[config.mk]
export PLATFORM = sky130hd
export DESIGN_NAME = tmr_unit
export DESIGN_NICKNAME = d
export VERILOG_FILES = /design/src/rtl/tmr_pkg.sv /design/src/rtl/tmr_timebase.sv /design/src/rtl/tmr_tap.sv /design/src/rtl/tmr_pit.sv /design/src/rtl/tmr_wdg.sv /design/src/rtl/tmr_unit.sv
export SDC_FILE = /design/constraint.sdc
export NUM_CORES = 1
export LEC_CHECK = 0
export ABC_AREA = 0
export CAP_MARGIN = 20
export CORE_MARGIN = 3
export CORE_UTILIZATION = 41
export CTS_CLUSTER_SIZE = 10
export DETAILED_ROUTE_END_ITERATION = 8
export GPL_TIMING_DRIVEN = 1
export PLACE_DENSITY = 0.7
export SETUP_SLACK_MARGIN = 0.4
export SLEW_MARGIN = 20
export SYNTH_ARGS = -nofsm -noshare
export SYNTH_HDL_FRONTEND = slang
export SYNTH_SLANG_ARGS = --single-unit
export TNS_END_PERCENT = 30
[constraint.sdc]
create_clock -name clk -period 3.3 [get_ports clk]
set_input_delay 0.66 -clock clk [delete_from_list [all_inputs] [get_ports clk]]
set_output_delay 0.66 -clock clk [all_outputs]
set_load 0.01 [all_outputs]
[src/rtl/tmr_pkg.sv]
package tmr_pkg;

    // Control field layout, bits 31:22 of the control word, MSB first
    typedef struct packed {
        logic [1:0] wdg_sel;    // 31:30 watchdog period select
        logic [1:0] rst_kind;   // 29:28 reset action at final stage
        logic       wdg_ie;     // 27    watchdog interrupt enable
        logic       pit_ie;     // 26    interval timer enable and interrupt enable
        logic [1:0] fit_sel;    // 25:24 fixed-period select
        logic       fit_ie;     // 23    fixed-period interrupt enable
        logic       pit_auto;   // 22    interval timer auto-reload
    } ctrl_t;

    // Status field layout, bits 31:26 of the status word, MSB first
    typedef struct packed {
        logic       wdg_armed;  // 31 first watchdog stage
        logic       wdg_int;    // 30 second watchdog stage
        logic [1:0] rst_seen;   // 29:28 copy of reset action taken
        logic       pit_int;    // 27 interval expiry
        logic       fit_int;    // 26 fixed-period expiry
    } stat_t;

    typedef enum logic [1:0] {
        RK_NONE = 2'd0,
        RK_CORE = 2'd1,
        RK_CHIP = 2'd2,
        RK_SYS  = 2'd3
    } rst_kind_e;

    localparam int CTRL_LSB = 22;
    localparam int STAT_LSB = 26;

    function automatic logic [31:0] ctrl_word(input ctrl_t c);
        return {c, {CTRL_LSB{1'b0}}};
    endfunction

    function automatic logic [31:0] stat_word(input stat_t s);
        return {s, {STAT_LSB{1'b0}}};
    endfunction

    function automatic int max2(input int a, input int b);
        return (a > b) ? a : b;
    endfunction

endpackage

[src/rtl/tmr_timebase.sv]
module tmr_timebase #(
    parameter int TB_W = 30
) (
    input  logic            clk,
    input  logic            rst,
    input  logic            tick,
    output logic [TB_W-1:0] tb_nxt
);
    logic [TB_W-1:0] tb_q;

    assign tb_nxt = tb_q + TB_W'(1);

    always_ff @(posedge clk) begin
        if (rst)       tb_q <= '0;
        else if (tick) tb_q <= tb_nxt;
    end
endmodule

[src/rtl/tmr_tap.sv]
module tmr_tap #(
    parameter int TB_W = 30,
    parameter int BASE = 9,
    parameter int STEP = 4
) (
    input  logic            tick,
    input  logic [TB_W-1:0] tb_nxt,
    input  logic [1:0]      sel,
    output logic            hit
);
    logic [3:0] cand;

    for (genvar i = 0; i < 4; i++) begin : g_opt
        localparam int SH = BASE + STEP * i;
        assign cand[i] = (tb_nxt[SH-1:0] == '0);
    end

    assign hit = tick & cand[sel];
endmodule

[src/rtl/tmr_pit.sv]
module tmr_pit #(
    parameter int PIT_W = 32
) (
    input  logic             clk,
    input  logic             rst,
    input  logic             tick,
    input  logic             load,
    input  logic [PIT_W-1:0] load_val,
    input  logic             ie,
    input  logic             pit_auto,
    output logic [PIT_W-1:0] cnt,
    output logic             expire
);
    logic [PIT_W-1:0] cnt_q;
    logic [PIT_W-1:0] rld_q;
    logic             armed_q;
    logic             run;
    logic             step;

    assign run    = armed_q && (rld_q > PIT_W'(1)) && ie;
    assign step   = tick && run;
    assign expire = step && (cnt_q == PIT_W'(1));
    assign cnt    = cnt_q;

    always_ff @(posedge clk) begin
        if (rst) begin
            cnt_q   <= '0;
            rld_q   <= '0;
            armed_q <= 1'b0;
        end else if (load) begin
            cnt_q   <= load_val;
            rld_q   <= load_val;
            armed_q <= 1'b1;
        end else if (expire) begin
            if (pit_auto) begin
                cnt_q <= rld_q;
            end else begin
                cnt_q   <= '0;
                armed_q <= 1'b0;
            end
        end else if (step) begin
            cnt_q <= cnt_q - PIT_W'(1);
        end
    end

    // a one-shot expiry leaves the counter at zero
    a_r4_oneshot_stops: assert property (@(posedge clk) disable iff (rst)
        (expire && !pit_auto && !load) |=> (cnt_q == '0));

    // no count change without a running tick or a load
    a_r3_hold_when_idle: assert property (@(posedge clk) disable iff (rst)
        (!load && !step) |=> $stable(cnt_q));
endmodule

[src/rtl/tmr_wdg.sv]
module tmr_wdg (
    input  logic       clk,
    input  logic       rst,
    input  logic       hit,
    input  logic       armed,
    input  logic       intr,
    input  logic [1:0] kind,
    output logic       set_armed,
    output logic       set_int,
    output logic       fire,
    output logic       rst_req,
    output logic [1:0] rst_kind
);
    import tmr_pkg::*;

    logic       req_q;
    logic [1:0] kind_q;

    assign set_armed = hit && !armed;
    assign set_int   = hit && armed && !intr;
    assign fire      = hit && armed && intr;

    always_ff @(posedge clk) begin
        if (rst) begin
            req_q  <= 1'b0;
            kind_q <= RK_NONE;
        end else begin
            req_q  <= fire && (kind != RK_NONE);
            kind_q <= fire ? kind : RK_NONE;
        end
    end

    assign rst_req  = req_q;
    assign rst_kind = kind_q;

    // request lasts one cycle and always names a real reset
    a_r8_single_pulse: assert property (@(posedge clk) disable iff (rst)
        req_q |=> !req_q);
    a_r8_kind_nonzero: assert property (@(posedge clk) disable iff (rst)
        req_q |-> (kind_q != RK_NONE));
endmodule

[src/rtl/tmr_unit.sv]
module tmr_unit #(
    parameter int PIT_W    = 32,
    parameter int FIT_BASE = 9,
    parameter int FIT_STEP = 4,
    parameter int WDG_BASE = 17,
    parameter int WDG_STEP = 4
) (
    input  logic             clk,
    input  logic             rst,
    input  logic             tick,
    input  logic             ctrl_we,
    input  logic [31:0]      ctrl_wdata,
    input  logic             stat_clr_we,
    input  logic [31:0]      stat_clr_data,
    input  logic             rld_we,
    input  logic [PIT_W-1:0] rld_wdata,
    output logic [31:0]      ctrl_o,
    output logic [31:0]      stat_o,
    output logic [PIT_W-1:0] pit_cnt_o,
    output logic             pit_irq_o,
    output logic             fit_irq_o,
    output logic             wdg_irq_o,
    output logic             rst_req_o,
    output logic [1:0]       rst_kind_o
);
    import tmr_pkg::*;

    localparam int FIT_TOP = FIT_BASE + 3 * FIT_STEP;
    localparam int WDG_TOP = WDG_BASE + 3 * WDG_STEP;
    localparam int TB_W    = max2(FIT_TOP, WDG_TOP) + 1;

    ctrl_t           ctrl_q;
    stat_t           stat_q;
    stat_t           stat_d;
    logic [TB_W-1:0] tb_nxt;
    logic            fit_hit;
    logic            wdg_hit;
    logic            pit_exp;
    logic            wdg_set_armed;
    logic            wdg_set_int;
    logic            wdg_fire;

    tmr_timebase #(.TB_W(TB_W)) u_tb (
        .clk    (clk),
        .rst    (rst),
        .tick   (tick),
        .tb_nxt (tb_nxt)
    );

    tmr_tap #(.TB_W(TB_W), .BASE(FIT_BASE), .STEP(FIT_STEP)) u_fit_tap (
        .tick   (tick),
        .tb_nxt (tb_nxt),
        .sel    (ctrl_q.fit_sel),
        .hit    (fit_hit)
    );

    tmr_tap #(.TB_W(TB_W), .BASE(WDG_BASE), .STEP(WDG_STEP)) u_wdg_tap (
        .tick   (tick),
        .tb_nxt (tb_nxt),
        .sel    (ctrl_q.wdg_sel),
        .hit    (wdg_hit)
    );

    tmr_pit #(.PIT_W(PIT_W)) u_pit (
        .clk      (clk),
        .rst      (rst),
        .tick     (tick),
        .load     (rld_we),
        .load_val (rld_wdata),
        .ie       (ctrl_q.pit_ie),
        .pit_auto (ctrl_q.pit_auto),
        .cnt      (pit_cnt_o),
        .expire   (pit_exp)
    );

    tmr_wdg u_wdg (
        .clk       (clk),
        .rst       (rst),
        .hit       (wdg_hit),
        .armed     (stat_q.wdg_armed),
        .intr      (stat_q.wdg_int),
        .kind      (ctrl_q.rst_kind),
        .set_armed (wdg_set_armed),
        .set_int   (wdg_set_int),
        .fire      (wdg_fire),
        .rst_req   (rst_req_o),
        .rst_kind  (rst_kind_o)
    );

    // Status: clear first, then hardware events override
    always_comb begin
        stat_d = stat_q;
        if (stat_clr_we) stat_d = stat_d & ~stat_t'(stat_clr_data[31:STAT_LSB]);
        if (fit_hit)       stat_d.fit_int   = 1'b1;
        if (pit_exp)       stat_d.pit_int   = 1'b1;
        if (wdg_set_armed) stat_d.wdg_armed = 1'b1;
        if (wdg_set_int)   stat_d.wdg_int   = 1'b1;
        if (wdg_fire)      stat_d.rst_seen  = ctrl_q.rst_kind;
    end

    always_ff @(posedge clk) begin
        if (rst) begin
            ctrl_q <= '0;
            stat_q <= '0;
        end else begin
            if (ctrl_we) ctrl_q <= ctrl_t'(ctrl_wdata[31:CTRL_LSB]);
            stat_q <= stat_d;
        end
    end

    assign ctrl_o    = ctrl_word(ctrl_q);
    assign stat_o    = stat_word(stat_q);
    assign pit_irq_o = stat_q.pit_int & ctrl_q.pit_ie;
    assign fit_irq_o = stat_q.fit_int & ctrl_q.fit_ie;
    assign wdg_irq_o = stat_q.wdg_int & ctrl_q.wdg_ie;

    // second stage only follows an armed first stage
    a_r7_int_after_armed: assert property (@(posedge clk) disable iff (rst)
        $rose(stat_q.wdg_int) |-> $past(stat_q.wdg_armed));

    // a fixed-period hit is recorded in status
    a_r5_fit_recorded: assert property (@(posedge clk) disable iff (rst)
        fit_hit |=> stat_q.fit_int);

    // a clear without a competing event takes effect
    a_r10_w1c_fit: assert property (@(posedge clk) disable iff (rst)
        (stat_clr_we && stat_clr_data[26] && !fit_hit) |=> !stat_q.fit_int);

    // an interval expiry is recorded in status
    a_r4_pit_recorded: assert property (@(posedge clk) disable iff (rst)
        pit_exp |=> stat_q.pit_int);
endmodule

# --- Word level (Yosys, flattened, before mapping) ---
# Index checks and enable logic that the tools add are counted.
classes:
  addsub: 2
  n_lt_le_gt_ge: 3
  n_eq_ne: 2
  n_mux: 17
  bitwise: 8
  reduce_logical: 27
op_table:
  columns: ["operator", "n"]
  rows:
  - ["$mux 32", 4]
  - ["$eq 32x1->1 const B", 1]
  - ["$gt 32x1->1 const B", 1]
  - ["$sub 32x1->32 const B", 1]
  - ["$add 30x1->30 const B", 1]
  - ["$logic_not 29->1", 1]
  - ["$logic_not 25->1", 1]
  - ["$logic_not 21->1", 1]
  - ["$logic_not 17->1", 1]
  - ["$reduce_bool 2->1", 7]
  - ["$logic_not 13->1", 1]
  - ["$logic_and 1x1->1", 9]
  - ["$logic_not 9->1", 1]
  - ["$mux 1", 9]
  - ["$and 6x6->6", 1]
  - ["$lt 2x3->1 const B", 2]
  - ["$mux 6", 1]
  - ["$not 6->6", 1]
  - ["$and 1x1->1", 5]
  - ["$bmux 1 s2", 2]
  - ["$reduce_bool 3->1", 1]
  - ["$logic_not 1->1", 2]
  - ["$mux 2", 1]
  - ["$ne 2x2->1 const B", 1]
  - ["other kinds (3)", 3]
word_totals:
  ff_bits: 114
  out_inout_bits: 102

# --- Depth between registers and ports, before layout ---
# Gate-level depths: netlist of the first run.
logic_depth:
  ltp_word: 9
  ltp_mapped: 9
  ltp_nobuf: 9

# --- Hierarchy ---
# Synthesis of the first run repeated with hierarchy kept, for this count alone.
unflattened:
  hier_cells: 868
  hier_area_um2: 6846.6
by_module_without_submodules:
  columns: ["mod", "n_inst", "cells_each", "area_per_inst_um2", "seq_area_each_um2"]
  rows:
  - ["tmr_pit", 1, 475, 3684.8, 1301.2]
  - ["tmr_timebase", 1, 243, 1910.6, 600.6]
  - ["tmr_unit", 1, 111, 958.4, 320.3]
  - ["tmr_wdg", 1, 11, 113.9, 60.1]
  - ["tmr_tap (u_wdg_tap)", 1, 18, 103.8, 0.0]
  - ["tmr_tap (u_fit_tap)", 1, 10, 75.1, 0.0]

# --- Worst setup path after synthesis of the first run ---
# Ideal clock, no wire load.
synth_path:
  path_kind: "register to register"
  from: "register u_tb.tb_q[0]"
  to: "register u_wdg.kind_q[1], in the netlist u_wdg.rst_kind[1]"
  arrival_time_ps: 2638
  required_time_ps: 3213
  path_slack_ps: 575
  path_stages_with_launch: 10
  period_less_slack_ps: 2725
  path_cell_list: "dfxtp_1 -> ha_1 -> nand3_1 -> or4_1 -> buf_2 -> nor4_1 -> xnor2_1 -> o221ai_1 -> o32a_1 -> nor4b_2"
synth_between:
  elab_chain_len: 9
synth_lines:
  columns: ["item", "line", "rtl"]
  rows:
  - ["start, declared", "tmr_timebase.sv:9", "logic [TB_W-1:0] tb_q;"]
  - ["start signal, assigned", "tmr_timebase.sv:15", "else if (tick) tb_q <= tb_nxt;"]
  - ["$add 30x1->30 (*)", "tmr_timebase.sv:11", "assign tb_nxt = tb_q + TB_W'(1);"]
  - ["$logic_not 29->1 (tied with other cells)", "tmr_tap.sv:15", "assign cand[i] = (tb_nxt[SH-1:0] == '0);"]
  - ["$bmux 1 s2 (*)", "tmr_tap.sv:18", "assign hit = tick & cand[sel];"]
  - ["$mux 1 (implied by the code) (*)", "tmr_tap.sv:18", null]
  - ["$and 1x1->1 (*)", "tmr_tap.sv:18", null]
  - ["$logic_and 1x1->1 (*) (2 in series)", "tmr_wdg.sv:21", "assign fire = hit && armed && intr;"]
  - ["$not 1->1 (no line) (*)", null, null]
  - ["$reduce_or 2->1 (no line) (*)", null, null]
  - ["end signal, assigned", "tmr_wdg.sv:29", "kind_q <= fire ? kind : RK_NONE;"]
  - ["end, declared", "tmr_wdg.sv:17", "logic [1:0] kind_q;"]
# Mark *: on every way between the ends. The rest lies on a longest branch, timed or not. The select of a mux whose other input is x is not followed.
# A chain may end at the register's enable or synchronous reset.

# --- Worst setup path after layout of the first run ---
layout_path:
  from: "register u_pit.cnt_q[8], in the netlist u_pit.cnt[8]"
  to: "register u_pit.cnt_q[29], in the netlist u_pit.cnt[29]"
layout_between:
  elab_chain_len: 4
layout_lines:
  columns: ["item", "line", "rtl"]
  rows:
  - ["start, declared", "tmr_pit.sv:14", "logic [PIT_W-1:0] cnt_q;"]
  - ["start signal, assigned", "tmr_pit.sv:31", "cnt_q <= load_val;"]
  - ["start signal, assigned", "tmr_pit.sv:36", "cnt_q <= rld_q;"]
  - ["start signal, assigned", "tmr_pit.sv:42", "cnt_q <= cnt_q - PIT_W'(1);"]
  - ["$sub 32x1->32 / $eq 32x1->1 (equally long branches)", "tmr_pit.sv:42, tmr_pit.sv:22", null]
  - ["$mux 32 / $logic_and 1x1->1 (equally long branches)", "tmr_pit.sv:41, tmr_pit.sv:22", null]
  - ["$mux 32", "tmr_pit.sv:34", "end else if (expire) begin"]
  - ["$mux 32", "tmr_pit.sv:30", "end else if (load) begin"]
# Several ways; a longest one is shown, not always the timed one. The select of a mux whose other input is x is not followed.

==> results of run 1 <==
[layer usage]
| layer | track usage [%] | vias to the layer above | wire [um] |
|---|---|---|---|
| met5 | 0 | - | 0 |
| met4 | 7.139 | 0 | 437 |
| met3 | 6.524 | 39 | 1437 |
| met2 | 34.50 | 254 | 8906 |
| met1 | 27.24 | 2886 | 7587 |
| li1 | - | 2989 | - |
[what timing repair did]
item,CTS,global route
resized for setup,3,16
pin swaps,0,2
setup endpoints to repair,6,17
setup buffers,0,3
[worst max path at each step]
stage                                    start                           end  slack, ns  cells after the start
finish               u_pit.cnt[8]$_SDFFE_PP0P_    u_pit.cnt[29]$_SDFFE_PP0P_       0.51                      8
global route        u_pit.cnt[15]$_SDFFE_PP0P_    u_pit.cnt[29]$_SDFFE_PP0P_       0.36                      8
CTS                  u_tb.tb_q[0]$_SDFFE_PP0P_      u_wdg.rst_req$_SDFF_PP0_       0.41                      8
detailed placement                        tick       stat_o[29]$_SDFFE_PP0P_       0.19                      7
global placement                          tick       stat_o[28]$_SDFFE_PP0P_       0.25                      7
floorplan            u_tb.tb_q[0]$_SDFFE_PP0P_  u_wdg.rst_kind[1]$_SDFF_PP0_       0.58                      9
[tightest hold or removal path, stage by stage (launching register included)]
cell     delay [ns]
dfxtp_1        0.31
nand2_1        0.05
a21oi_1        0.05
[synth_stat cells, types with 10 or more instances]
master / count
dfxtp_1: 113
nor2_1: 104
nand2_1: 59
buf_4: 52
mux2i_1: 36
o21ai_0: 32
a21oi_1: 31
nor3_1: 31
clkbuf_1: 27
nand3_1: 23
nor4_1: 22
xor2_1: 20
a31oi_1: 17
nand2b_1: 17
nand4_1: 15
xnor2_1: 15
and3_1: 13
inv_1: 13
a222oi_1: 12
buf_2: 10
or3_1: 10
[state kept, by name, summed over array words and instances (netlist names)]
register,flops
u_pit.armed_q,1
ctrl_o,10
u_wdg.rst_req,1
u_pit.rld_q,32
u_tb.tb_q,29
u_pit.cnt,32
stat_o,6
u_wdg.rst_kind,2
[logic make-up (layout without fill, tap and decap cells)]
group | after synthesis | count (layout) | synth area share, %
other cells | 1 | 48 | 0.05847
simple gates | 334 | 334 | 26.86
buf+inv | 109 | 181 | 9.637
xor+xnor | 35 | 35 | 4.780
fa+ha+maj | 3 | 3 | 0.5853
mux | 36 | 36 | 5.618
flops | 113 | 113 | 35.27
compound gates | 157 | 157 | 17.19
[layout by cell type, fill, tap and decap left out, types with 4 or more instances in the layout]
| cell | count |
|---|---|
| bufinv_16 | 5 |
| clkbuf_16 | 17 |
| o21ai_0 | 32 |
| nand2b_1 | 17 |
| dfxtp_1 | 103 |
| nor3b_1 | 5 |
| clkdlybuf4s50_1 | 105 |
| conb_1 | 48 |
| and2_1 | 7 |
| and3_1 | 13 |
| mux2i_1 | 36 |
| or3_1 | 10 |
| nand3_1 | 22 |
| a21oi_1 | 31 |
| o211ai_1 | 4 |
| nand2_1 | 59 |
| and4_1 | 9 |
| o32ai_1 | 5 |
| nand4_1 | 15 |
| nor3_1 | 30 |
| inv_1 | 13 |
| nor2_1 | 104 |
| clkinv_2 | 5 |
| a31oi_1 | 17 |
| buf_4 | 27 |
| nor4_1 | 21 |
| xnor2_1 | 15 |
| a222oi_1 | 12 |
| dfxtp_2 | 10 |
| a311oi_1 | 6 |
| o22ai_1 | 7 |
| a21o_1 | 6 |
| xor2_1 | 20 |
[power by group through the flow]
| stage | Clock, W | Sequential [W] | Combinational, W |
|---|---|---|---|
| final | 0.00203 | 0.00151 | 0.000546 |
| after global routing | 0.00213 | 0.00152 | 0.000601 |
| after CTS | 0.00207 | 0.00151 | 0.000543 |
| after detailed placement | 0 | 0.00154 | 0.000540 |
| after global placement | 0 | 0.00154 | 0.000537 |
| after floorplan | 0 | 0.00153 | 0.000336 |
[cell type report]
cell class	instances	share of cell area (%)
clock buffer	21	5.654
clock inverter	11	2.195
sequential	113	27.34
inverter	14	0.6316
tap	211	3.173
timing repair buffer	135	15.61
multi-input combinational	613	45.40
[per-stage QoR]
stage | hold WS (ns) | area [um^2] | cells | power, W
4_1_cts | 0.4688 | 8243 | 1115 | 0.004120
3_5_place_dp | 0.4612 | 7570 | 1083 | 0.002077
3_3_place_gp | 0.4560 | 7570 | 1083 | 0.002075
2_1_floorplan | 0.4521 | 6590 | 835 | 0.001863
5_1_grt | 0.5064 | 8320 | 1118 | 0.004254
6_report | 0.4670 | 8320 | 1118 | 0.004086
==> summary by stage, run 1 <==
Logic synthesis
The distinct cell type count after synthesis is 70. The fraction of synthesis flops using an asynchronous set or reset pin is 0%. Of the post-synthesis cell area, the dominant cell type holds 35.27%. Sorting the synthesized cells by area gives the leading types as dfxtp_1 (35%), buf_4 (6.1%), nor2_1 (6.1%). The synthesis warning total is 0. The post-synthesis instance total is 788.

The cell accounting for the most synthesized area is dfxtp_1. The register bit count reported by yosys is 113. Sequential elements use 35.27% of the synthesized area. The flip-flop cell with the highest count after synthesis is dfxtp_1. A synthesized cell averages 8.139 um^2. The cell area after synthesis is 6414 um^2.

In this run, synthesis inferred 0 flip-flops with an integrated enable.

Setup path
The maximum net fanout on the critical path is 23. The cell with the biggest individual delay on the critical path is or4_4. The worst register-to-register path ends at u_pit.cnt[29]$_SDFFE_PP0P_. On the critical path the largest part of the delay comes from simple AND/OR/NAND/NOR gates.

The signal on the critical path passes through or4_4 -> nor4_4 -> nand4_2 -> o31ai_2 -> buf_12 -> nor3_1 -> a222oi_1 -> o22ai_1. The worst register-to-register path begins at u_pit.cnt[8]$_SDFFE_PP0P_. The flop-to-flop setup slack is 0.51 ns. The data required time of the worst path is 3.57 ns.

The critical path class is flop to flop. The worst setup path is captured at a flop. Together, buffers and inverters on the worst path number 1. The number of cells on the worst reg-to-reg path is 8. The maximum cell stage delay along the critical path is 0.58 ns. The type of element launching the critical path is a flop. For the worst setup path, the data arrival time is 3.06 ns.

Detailed routing
The routed wirelength normalized by instance count is 16.43 um. In the routed design, unresolved DRC markers number 0. The total via count after detailed routing is 6,168. For this run, the detailed router's first-pass iteration total came to 5. Once detail routing completed, the nets flagged for antenna violations numbered 0.

The detailed router finished its first iteration with 487 violations. The routed via count divided by cell count is 5.517. The detailed-route wire length is 18,370 um.

Clock network
The maximum level of the CTS H-tree is 4. Buffers inserted to repair hold after CTS numbered 0. The number of sinks on the clock net is 113. TritonCTS built the clock tree. The clock slew at the register clock pins of the worst setup and hold paths is 0.05 ns.

The clock tree root driver cell is clkbuf_16. No sink is reached through more buffers than the 2 on the longest clock path. The number of clock buffers inserted by TritonCTS is 17. At the later pin of the worst-skew pair, clock insertion delay measures 0.41 ns.

Power
In this run the power spent charging and discharging nets is 0.001004 W. The combinational fraction of design power is 13.4%. The largest vdd supply drop is 0.3667 mV.

In this run switching power makes up 24.57% of total power. The analysis attributes to cell leakage a power of 3.167 nW. Internal power comes to 0.003082 W. The power per cell area is 491.0 nW/um^2. The share of total power dissipated in sequential elements is 37.0%. The clock network accounts for 49.6% of the total power.

Floorplan
The die height is 131.1 um. The starting utilization of the core area is 42.03%. The total die area is 17,180 um^2. The die span in x is 131.1 um. The area of the core is 15,260 um^2. During I/O placement, the number of pins put on the boundary was 204. The row count is 45.

Timing
Of the available clock period, the critical path in the final layout requires 84.59%. Setup repair after global routing could not meet its margin everywhere. The worst pin sits at a relative slew slack of 48.42%.

The final critical path time including I/O delays and setup is 2.791 ns. The final hold violation count came to 0. The post-route worst setup slack is 0.5086 ns. The maximum clock frequency is 358.2 MHz. The transition time at the pin with the least slew margin is 0.7738 ns. The final total negative setup slack is 0 ns.

The total count of max-transition violations in the final report is 0. Setup violations remaining at the end of the flow were counted as 0. The clock arrives with 0.007181 ns of skew.

Placement
The port buffer count is 107. The minimum setup slack after placement is 0.1939 ns. The detailed placement HPWL is 12,810 um. The routability congestion estimate is 0.8790.

Layout
In the final layout, the multi-input gates occupy 3777 um^2. Measured on the finished design, the core utilization comes to 54.53%. The final net count is 999. The fill cell instance count of the final layout is 1,438. The antenna diode count is 0. Registers take 2275 um^2. Relative to the synthesized area, the layout overhead comes to 29.73%. Of the cells placed in the final design, the portion with a size suffix greater than 1 is 10.47%.

GRT
The initial antenna violation count is 0. The number of global-route vias before repair is 5,737. Entering global routing, the biggest net connects 66 pins. Global routing used 21.37% of the available tracks across all layers. The first-pass GRT wire length is 29,100 um.

For this run the aggregate overflow at the end of global routing stands at 0.

Status
The flow ran to the end, and the final reports show no timing, DRC or antenna violations.

Worst hold path
The worst hold path begins at stat_o[27]$_SDFFE_PP0P_. In this run the worst hold path is classified as flop to flop. The worst-case hold path end point is stat_o[27]$_SDFFE_PP0P_. Along the worst hold path, the cell count comes to 2.

Flow run
The count of max-cap constraint violations is 0.
Note: power is estimated with default switching activity, not from simulation.
==> inputs of run 2 (changes only) <==
Clock period 3.3 ns to 2.8 ns, I/O delays scaled along.
==> run 2 against run 1 <==
Compared with the run above:
- fmax grew 11%
- clock power grew 5%
- global-route usage grew 0.55 points
- non-clock buffer count grew 49
- via count grew 4.9%
==> summary by stage, run 2 (synthesis gave the netlist of run 1 again) <==
Flow run
The count of max-cap constraint violations is 0 (unchanged).

Timing
The final total negative setup slack was 0 ns (unchanged). The maximum clock frequency came to 395.9 MHz (was 358.2 MHz). The post-route worst setup slack is 0.2739 ns (was 0.5086 ns). Setup repair after global routing missed its margin: yes (unchanged). The final hold slack is 0.4721 ns (was 0.4670 ns).

The worst clock skew on the final layout came to 0.009791 ns (was 0.007181 ns). The total count of max-transition violations in the final report is 0 (unchanged). The final hold violation count was 0 (unchanged). The worst slew margin relative to its limit is 46.41% (was 48.42%). The transition time at the pin with the least slew margin is 0.8039 ns (was 0.7738 ns). The final critical path time including I/O delays and setup came to 2.526 ns (was 2.791 ns). The count of endpoints failing setup in the final report is 0 (unchanged). The period utilization is 90.22% (was 84.59%).

Layout
The synthesis-to-finish area growth was 38.45% (was 29.73%). The register area is 2298 um^2 (was 2275 um^2). The footprint of the multi-input gates is 3999 um^2 (was 3777 um^2).

The antenna diode count is 0 (unchanged). The post-route core utilization is 58.20% (was 54.53%). The proportion of layout cells with a drive suffix above 1 is 18.12% (was 10.47%). The cell area after layout came to 8880 um^2 (was 8320 um^2). The final net count came to 1,048 (was 999). Leading cell types in the layout, fill and taps excluded: clkdlybuf4s50_1 (105), nor2_1 (102), dfxtp_1 (98) (was clkdlybuf4s50_1 (105), nor2_1 (104), dfxtp_1 (103)). The most common cell after layout, fill and taps aside is clkdlybuf4s50_1 (unchanged). The fill cell instance count of the final layout is 1,330 (was 1,438).

Clock network
The clock tree root driver cell is clkbuf_16 (unchanged). The number of sinks on the clock net is 113 (unchanged). The worst-skew pair later-pin latency is 0.42 ns (was 0.41 ns).

The clock slew at the register clock pins of the worst setup and hold paths is 0.05 ns (about the same). The number of clock buffers inserted by TritonCTS is 17 (unchanged). The largest buffer count on any clock path is 2 (unchanged). The TritonCTS clock tree is built (unchanged). The maximum level of the CTS H-tree came to 4 (unchanged).

Setup path
The cell depth of the worst flop-to-flop path is 10 (was 8). The critical path endpoint category is a flop (unchanged). The cell with the biggest individual delay on the critical path is or4_4 (unchanged).

The maximum cell stage delay along the critical path is 0.53 ns (was 0.58 ns). The flop-to-flop setup slack is 0.27 ns (was 0.51 ns). The data arrival time at the worst-slack endpoint is 2.80 ns (was 3.06 ns). The source of the worst register-to-register timing path is u_pit.cnt[9]$_SDFFE_PP0P_ (was u_pit.cnt[8]$_SDFFE_PP0P_). The data required time of the worst path is 3.08 ns (was 3.57 ns). The maximum net fanout on the critical path came to 5 (was 23).

The critical path buffer and inverter count came to 3 (was 1). The capture instance of the worst register-to-register path is u_pit.cnt[12]$_SDFFE_PP0P_ (was u_pit.cnt[29]$_SDFFE_PP0P_). The type of element launching the critical path is a flop (unchanged).

The cell family with the largest share of critical-path delay was simple AND/OR/NAND/NOR gates (unchanged). The most used cell along the critical path is buf_6. The critical path class is flop to flop (unchanged).

Sequence of cells on the critical path: or4_4 -> nor4_4 -> nand4_4 -> o31ai_4 -> buf_6 -> buf_4 -> buf_6 -> nor3_2 -> a221oi_2 -> o32ai_1 (was or4_4 -> nor4_4 -> nand4_2 -> o31ai_2 -> buf_12 -> nor3_1 -> a222oi_1 -> o22ai_1).

Detailed routing
The routed via count divided by cell count is 5.549 (was 5.517). The number of DRC violations after detailed-routing iteration 0 is 642 (was 487). The remaining design rule violation count was 0 (unchanged). The total via count after detailed routing came to 6,470 (was 6,168).

The detailed-route wire length was 19,630 um (was 18,370 um). The routed wirelength normalized by instance count came to 16.83 um (was 16.43 um). The iteration count of the initial detailed-routing pass is 5 (unchanged). The antenna violation net count after detailed routing was 0 (unchanged).

Floorplan
The row count is 45 (unchanged). The area of the core is 15,260 um^2 (unchanged). The total die area is 17,180 um^2 (unchanged). The starting utilization of the core area is 42.03% (unchanged). The I/O pin total is 204 (unchanged). The die span in x is 131.1 um (unchanged). The die height came to 131.1 um (unchanged).

Placement
The placement-stage cell area is 7880 um^2 (was 7570 um^2). The routability congestion estimate is 0.8580 (was 0.8790). The minimum setup slack after placement came to 0.002139 ns (was 0.1939 ns).

The detailed placement HPWL was 13,410 um (was 12,810 um). The port buffer count is 107 (unchanged).

Power
The power per cell area came to 525.0 nW/um^2 (was 491.0 nW/um^2). The largest vdd supply drop is 0.5068 mV (was 0.3667 mV). The standby leakage power is 3.466 nW (was 3.167 nW).

Status
Outcome: complete, no violations (unchanged).

GRT
The initial antenna violation count came to 0 (unchanged). The first-pass GRT wire length is 29,700 um (was 29,100 um). The number of global-route vias before repair is 5,642 (was 5,737). The all-layer global routing usage is 21.91% (was 21.37%).

The overall overflow remaining after global route is 0 (unchanged). The largest net degree at the start of global routing is 65 (was 66).

Worst hold path
The worst hold-check path type is flop to flop (unchanged). The worst-case hold path end point is stat_o[27]$_SDFFE_PP0P_ (unchanged). The number of cells traversed by the worst hold path came to 2 (unchanged). The startpoint of the lowest-slack hold path is stat_o[27]$_SDFFE_PP0P_ (unchanged).
[run 2: cell types whose count changed in the layout (fill, tap and decap cells not counted), sizes merged]
cell and delta:
clkinv -2, bufinv -3, clkbuf +5, buf +49, clkinvlp -1
[run 2: per-stage QoR]
stage / total power [W] / instances
after global placement: 0.002480 / 1113
final: 0.004662 / 1166
after floorplan: 0.002207 / 835
after detailed placement: 0.002486 / 1113
after global routing: 0.004821 / 1166
after CTS: 0.004651 / 1161
[run 2: what timing repair did]
item	CTS	global route
setup endpoints to repair	41	40
pin swaps	27	7
setup buffers	17	5
gates resized for setup	45	17
hold buffers	0	0
[run 2: power by group]
part / total, W / switching [W] / internal, W / leakage (nW)
logic: 0.000744 / 0.000385 / 0.000360 / 2.24
clock network: 0.00214 / 0.000729 / 0.00142 / 0.290
registers: 0.00177 / 0.0000914 / 0.00168 / 0.935
total: 0.00466 / 0.00120 / 0.00346 / 3.47
[run 2: worst min-delay path, stage by stage (launching register included)]
cell and delay, ns:
dfxtp_1 0.31, nand2_1 0.06, a21oi_1 0.05
[run 2: final cells by class]
| cell class | instances | share of cell area (%) |
|---|---|---|
| flip-flops and latches | 113 | 25.88 |
| clock inverters | 5 | 0.8454 |
| clock buffers | 26 | 5.735 |
| repair buffers | 184 | 18.94 |
| inverters | 14 | 0.5918 |
| multi-input cells | 613 | 45.03 |
| well taps | 211 | 2.973 |
[run 2: worst max path at each step]
stage                                    startpoint  slack [ns]                         end  cells past startpoint
final                     u_pit.cnt[9]$_SDFFE_PP0P_        0.27  u_pit.cnt[12]$_SDFFE_PP0P_                     10
after global placement                         tick        0.04     stat_o[28]$_SDFFE_PP0P_                      9
after CTS                 u_pit.cnt[9]$_SDFFE_PP0P_        0.30  u_pit.cnt[17]$_SDFFE_PP0P_                      8
after global routing      u_pit.cnt[9]$_SDFFE_PP0P_        0.14  u_pit.cnt[29]$_SDFFE_PP0P_                      8
after floorplan           u_pit.cnt[9]$_SDFFE_PP0P_        0.32  u_pit.cnt[14]$_SDFFE_PP0P_                      8
after detailed placement                       tick       0.002     stat_o[28]$_SDFFE_PP0P_                      9
[run 2: routing by layer]
| layer | GRT usage (%) | vias to the layer above | routed length (um) |
|---|---|---|---|
| li1 | - | 3096 | - |
| met1 | 32.29 | 3036 | 9139 |
| met2 | 32.35 | 301 | 8569 |
| met3 | 4.011 | 37 | 1485 |
| met4 | 6.957 | 0 | 432 |
| met5 | 0 | - | 0 |
